<file path="src/rtl/xh_pkg.sv">
package xh_pkg;
  typedef enum logic [1:0] {
    PH_IDLE   = 2'd0,
    PH_EXEC   = 2'd1,
    PH_RESULT = 2'd2
  } phase_t;
endpackage

</file>
<file path="src/rtl/xh_mode_latch.sv">
module xh_mode_latch (
  input  logic clk,
  input  logic rst,
  input  logic load,
  input  logic spec_pio_bit,
  input  logic dor_dma_bit,
  output logic dma_q
);
  // DMA only when the timing bit permits it and the output register enables it
  always_ff @(posedge clk) begin
    if (rst)       dma_q <= 1'b0;
    else if (load) dma_q <= ~spec_pio_bit & dor_dma_bit;
  end
endmodule

</file>
<file path="src/rtl/xh_bytecnt.sv">
module xh_bytecnt #(
  parameter int CNT_W = 8
) (
  input  logic             clk,
  input  logic             rst,
  input  logic             load,
  input  logic [CNT_W-1:0] load_val,
  input  logic             dec,
  output logic [CNT_W-1:0] cnt_q,
  output logic             at_one
);
  localparam logic [CNT_W-1:0] ONE = CNT_W'(1);

  assign at_one = (cnt_q == ONE);

  always_ff @(posedge clk) begin
    if (rst)                           cnt_q <= '0;
    else if (load)                     cnt_q <= load_val;
    else if (dec && cnt_q != '0)       cnt_q <= cnt_q - ONE;
  end

  AST_CNT_NO_WRAP: assert property (@(posedge clk) disable iff (rst)
    (dec && !load && cnt_q == '0) |=> (cnt_q == '0));
endmodule

</file>
<file path="src/rtl/xh_dma_req.sv">
module xh_dma_req (
  input  logic clk,
  input  logic rst,
  input  logic en,
  input  logic byte_rdy,
  input  logic dack_n,
  input  logic strobe,
  output logic drq,
  output logic done
);
  logic dack_q;   // acknowledge seen last cycle
  logic wait_q;   // byte ready, request held back while acknowledge low
  logic owe_q;    // byte outstanding

  assign done = en & owe_q & ~wait_q & ~dack_n & strobe;

  always_ff @(posedge clk) begin
    if (rst) begin
      dack_q <= 1'b1;
      wait_q <= 1'b0;
      owe_q  <= 1'b0;
      drq    <= 1'b0;
    end else begin
      dack_q <= dack_n;
      if (!en) begin
        wait_q <= 1'b0;
        owe_q  <= 1'b0;
        drq    <= 1'b0;
      end else begin
        if (done) begin
          owe_q <= 1'b0;
          drq   <= 1'b0;
        end else if (dack_q && !dack_n) begin
          drq <= 1'b0;
        end
        if (wait_q && dack_n) begin
          drq    <= 1'b1;
          wait_q <= 1'b0;
        end
        if (byte_rdy && !owe_q) begin
          owe_q <= 1'b1;
          if (dack_n) drq    <= 1'b1;
          else        wait_q <= 1'b1;
        end
      end
    end
  end

  AST_DACK_FALL_CLEARS: assert property (@(posedge clk) disable iff (rst)
    (dack_q && !dack_n) |=> !drq);
  AST_NO_RAISE_DACK_LOW: assert property (@(posedge clk) disable iff (rst)
    $rose(drq) |-> $past(dack_n));
  AST_DRQ_IN_EXEC: assert property (@(posedge clk) disable iff (rst)
    drq |-> $past(en));
endmodule

</file>
<file path="src/rtl/xh_pio_req.sv">
module xh_pio_req (
  input  logic clk,
  input  logic rst,
  input  logic en,
  input  logic byte_rdy,
  input  logic strobe,
  output logic svc_q,
  output logic done
);
  assign done = en & svc_q & strobe;

  always_ff @(posedge clk) begin
    if (rst || !en)              svc_q <= 1'b0;
    else if (done)               svc_q <= 1'b0;
    else if (byte_rdy && !svc_q) svc_q <= 1'b1;
  end

  AST_SVC_HOLDS: assert property (@(posedge clk) disable iff (rst)
    (svc_q && en && !strobe) |=> svc_q);
endmodule

</file>
<file path="src/rtl/xfer_hshk.sv">
module xfer_hshk #(
  parameter int CNT_W = 8
) (
  input  logic             clk,
  input  logic             rst,
  input  logic             start,
  input  logic [CNT_W-1:0] xfer_count,
  input  logic             spec_pio_bit,
  input  logic             dor_dma_bit,
  input  logic             byte_rdy,
  input  logic             dack_n,
  input  logic             io_rd,
  input  logic             io_wr,
  input  logic             res_rd,
  output logic             drq,
  output logic             irq,
  output logic             poll_flag,
  output logic             exec_busy
);
  import xh_pkg::*;

  phase_t           st_q;
  logic             res_irq_q;
  logic             dma_q;
  logic             go;
  logic             in_exec;
  logic             strobe;
  logic             dma_done;
  logic             pio_done;
  logic             byte_done;
  logic             svc_q;
  logic [CNT_W-1:0] cnt_q;
  logic             at_one;

  assign go        = start && (st_q == PH_IDLE);
  assign in_exec   = (st_q == PH_EXEC);
  assign strobe    = io_rd | io_wr;
  assign byte_done = dma_done | pio_done;

  xh_mode_latch u_mode (
    .clk(clk), .rst(rst), .load(go),
    .spec_pio_bit(spec_pio_bit), .dor_dma_bit(dor_dma_bit), .dma_q(dma_q)
  );

  xh_bytecnt #(.CNT_W(CNT_W)) u_cnt (
    .clk(clk), .rst(rst), .load(go), .load_val(xfer_count),
    .dec(byte_done), .cnt_q(cnt_q), .at_one(at_one)
  );

  xh_dma_req u_dma (
    .clk(clk), .rst(rst), .en(in_exec & dma_q), .byte_rdy(byte_rdy),
    .dack_n(dack_n), .strobe(strobe), .drq(drq), .done(dma_done)
  );

  xh_pio_req u_pio (
    .clk(clk), .rst(rst), .en(in_exec & ~dma_q), .byte_rdy(byte_rdy),
    .strobe(strobe), .svc_q(svc_q), .done(pio_done)
  );

  always_ff @(posedge clk) begin
    if (rst) begin
      st_q      <= PH_IDLE;
      res_irq_q <= 1'b0;
    end else begin
      unique case (st_q)
        PH_IDLE: if (start) begin
          if (xfer_count == '0) begin
            st_q      <= PH_RESULT;
            res_irq_q <= 1'b1;
          end else begin
            st_q <= PH_EXEC;
          end
        end
        PH_EXEC: if (byte_done && at_one) begin
          st_q      <= PH_RESULT;
          res_irq_q <= 1'b1;
        end
        PH_RESULT: if (res_rd) begin
          st_q      <= PH_IDLE;
          res_irq_q <= 1'b0;
        end
        default: st_q <= PH_IDLE;
      endcase
    end
  end

  assign irq       = res_irq_q | svc_q;
  assign poll_flag = svc_q;
  assign exec_busy = in_exec;

  AST_RESULT_IRQ: assert property (@(posedge clk) disable iff (rst)
    (st_q == PH_RESULT) |-> irq);
  AST_EXEC_CNT_LIVE: assert property (@(posedge clk) disable iff (rst)
    in_exec |-> (cnt_q != '0));
  AST_ONE_PATH: assert property (@(posedge clk) disable iff (rst)
    !(drq && poll_flag));
  AST_RES_RD_IDLE: assert property (@(posedge clk) disable iff (rst)
    (st_q == PH_RESULT && res_rd) |=> (!irq && !exec_busy));
endmodule

</file>
<file path="config.mk">
export PLATFORM = sky130hd
export DESIGN_NAME = xfer_hshk
export DESIGN_NICKNAME = d
export VERILOG_FILES = /design/src/rtl/xh_pkg.sv /design/src/rtl/xh_mode_latch.sv /design/src/rtl/xh_bytecnt.sv /design/src/rtl/xh_dma_req.sv /design/src/rtl/xh_pio_req.sv /design/src/rtl/xfer_hshk.sv
export SDC_FILE = /design/constraint.sdc
export NUM_CORES = 1
export LEC_CHECK = 0
export BUFFER_PORTS_ARGS = -buffer_cell sky130_fd_sc_hd__buf_2
export CORE_MARGIN = 1.5
export CORE_UTILIZATION = 45
export DETAILED_ROUTE_END_ITERATION = 16
export PLACE_DENSITY_LB_ADDON = 0.12
export SLEW_MARGIN = 20
export SYNTH_ARGS = -nofsm -noshare
export SYNTH_HDL_FRONTEND = slang
export SYNTH_SLANG_ARGS = --single-unit
</file>
<file path="constraint.sdc">
create_clock -name clk -period 1.9 [get_ports clk]
set_input_delay 0.19 -clock clk [delete_from_list [all_inputs] [get_ports clk]]
set_output_delay 0.19 -clock clk [all_outputs]
set_load 0.1 [all_outputs]
</file>
==> metrics <==
status=finished, final reports clean; largest stage delay on the critical path=560 ps; Cell Int Power=531.8 µW; Total Neg Setup Slack=0 ps; Clock Sinks=17; #FFs+latches synth=17; EDFF count, synth=0; nature of the critical path startpoint=register; clock power share=25.7%; area of the multi-input gates=623.1 µm²; Sw Ratio=33.22%; Initial Util=49.51%; WHS=97.22 ps; sw power=264.5 µW; top area cells in the synthesized netlist=dfxtp_1 (34%), o211ai_1 (5.2%), a31oi_1 (4.3%); CP endpoint kind=register; synth warn=0; Final Hold Viols=0; via count=1036; max_slew headroom=60.31%; max-slew violation count=0; Post-Synth XOR/XNOR Area=0%; initial antenna violation count=0; # nets final=166; CTS Hold Bufs=0; IO Pins=22; Syn Nets=143; final routed DRC violation total=0; CTS root buf=clkbuf_4; GRT Overall Usage=22.15%; worst reg2reg path depth=5; Die Y=50.40 µm; n_diodes=0; Synth Flop Type=dfxtp_1; clk buf depth=2; Starting DRT DRC Count=45; Layout area overhead=17.33%; Core ar.=0.002042 mm²; DIE AREA=0.002540 mm²; FF+latch area=341.6 µm²; port bufs=21; most common cell after layout, fill and taps aside=buf_2; clock skew=9.588 ps; Die W=50.40 µm; Placement Rows=16; count of final setup violators=0; CTS tree=done; Final Core Density=58.09%; WP data arrival=1990 ps; layout cells sized above 1=29.66%; Detailed Routing Iterations Pass 1=4; Slew @ Worst Pin=589.9 ps; cell taking the most area after synthesis=dfxtp_1; Final GP Congestion=0.8579; WS Path Type=reg -> reg; Critical Path RT=2140 ps; Critical-path top delay cell=or4_1; worst-path fanout max=9; Yosys top cell area share=33.66%; Clock Latency Late Sink=300 ps; WHS Path Cells=2; main combinational cell family by area after synthesis=simple AND/OR/NAND/NOR gates; post-DP HPWL=1855 µm; CTS Buf Count=3; vias per cell=6.023; Final ANT Viol Nets=0; synthesized instance count=123; Synth Area in Simple Gates=32.05%; largest net degree at the start of global routing=18; vias in the first global route=952; H-Tree Depth=1; crit-path cells=nand2b_1, clkinvlp_4, o221ai_2, or4_1, a31oi_1; Max VDD drop=0.3838 mV; Synth cell types=41; Hold WC Path Type=in -> reg; period utilization=91.99%; mux cell area share after synthesis=0.9901%; max_cap viols=0; Pleak=0.4370 nW; asr flop ratio synth=0%; combinational share of power=24.9%; Flop pwr share=49.4%; clock-pin slew on the worst setup and hold paths=110 ps; fmax=0.5721 GHz; Avg Synthesized Cell Area=8.219 µm²; Fill cells=210; commonest cells after routing, fill and taps aside=buf_2 (21), dfxtp_1 (16), nand2_1 (9); Compound-Gate Fraction of Synth Area=25.00%; Avg WL per Cell=15.15 µm; post-route minimum period=1748 ps; Post-Synth Adder-Cell Area=2.475%; grt total ovfl=0; P per Cell Area=671.4 mW/mm²; global-route wire length before repair=4326 µm; Total Wirelength=2606 µm; sequential fraction of the synthesis area=33.66%; synthesized area=0.001011 mm²; RSZ-0062 raised after global routing=false
==> stage by stage <==
step / cell area, µm² / worst slack, ps / instances / power (mW)
after floorplan: 1022 / 25.13 / 123 / 0.5354
after global placement: 1155 / 139.8 / 168 / 0.5882
after detailed placement: 1155 / 89.88 / 168 / 0.5916
after CTS: 1181 / 69.86 / 172 / 0.7925
after global routing: 1186 / 30.95 / 172 / 0.8359
final: 1186 / 152.1 / 172 / 0.7963
==> worst paths after layout <==
check	slack, ps	to	start
setup reg to reg	150	u_cnt.cnt_q[7]	st_q[1]
hold reg to reg	500	u_dma.drq	u_dma.dack_q
hold / removal	100	u_dma.wait_q	dack_n
setup / recovery	150	u_cnt.cnt_q[7]	st_q[1]
==> power by group through the flow <==
stage	clock network [mW]	logic, mW	registers, mW
finish	0.204	0.199	0.393
global route	0.221	0.218	0.397
CTS	0.208	0.192	0.392
detailed placement	0	0.191	0.400
global placement	0	0.188	0.400
floorplan	0	0.136	0.400
==> logic make-up (layout without fill, tap and decap cells) <==
group / Yosys count / count (layout)
buf+inv: 13 / 35
mux: 1 / 1
compound gates: 34 / 34
fa+ha+maj: 2 / 2
flops: 17 / 17
simple gates: 56 / 56
==> synthesized netlist by cell type (2+ instances only) <==
master and n:
nand3_1 6, nor3_1 6, o21ai_0 3, or2_2 2, clkbuf_1 4, or3_1 4
a32oi_1 2, nor2b_1 3, o211ai_1 7, dfxtp_1 17, nand2b_1 2, ha_1 2
a21oi_1 4, nor4_1 5, a31oi_1 7, or3b_2 2, nand2_1 9, inv_1 6
nor2_1 7, nor3b_1 3, or4_1 2
==> flip-flops by register name, summed over array words and instances, names as in the netlist <==
register	flops
st_q	2
u_mode.dma_q	1
res_irq_q	1
u_cnt.cnt_q	8
u_dma.wait_q	1
u_dma.dack_q	1
u_dma.owe_q	1
u_pio.svc_q	1
u_dma.drq	1
==> layout make-up <==
| type | count | share of cell area (%) |
|---|---|---|
| Multi-Input combinational cell | 93 | 52.53 |
| Sequential cell | 17 | 28.80 |
| Timing Repair Buffer | 25 | 11.39 |
| Clock buffer | 4 | 2.215 |
| Tap cell | 27 | 2.848 |
| Inverter | 6 | 2.215 |
==> timing repair <==
| action | CTS | global route |
|---|---|---|
| setup endpoints to repair | 0 | 4 |
| resized for setup | 0 | 2 |
| buffers inserted | 0 | 0 |
==> critical path, delay by kind of cell, from the launching register on <==
family | cells | cell delay, ps
flops | 1 | 380
buf+inv | 1 | 130
simple gates | 2 | 820
compound gates | 2 | 350
==> layer usage <==
layer / wire length (µm) / vias up / track usage [%] / share of wire [%]
li1: - / 517 / - / -
met1: 1197 / 467 / 32.53 / 46
met2: 1168 / 47 / 32.02 / 45
met3: 206 / 5 / 3.571 / 7.9
met4: 34 / 0 / 9.009 / 1.3
met5: 0 / - / 0 / 0
No activity file was read; power rests on OpenSTA's default activity.
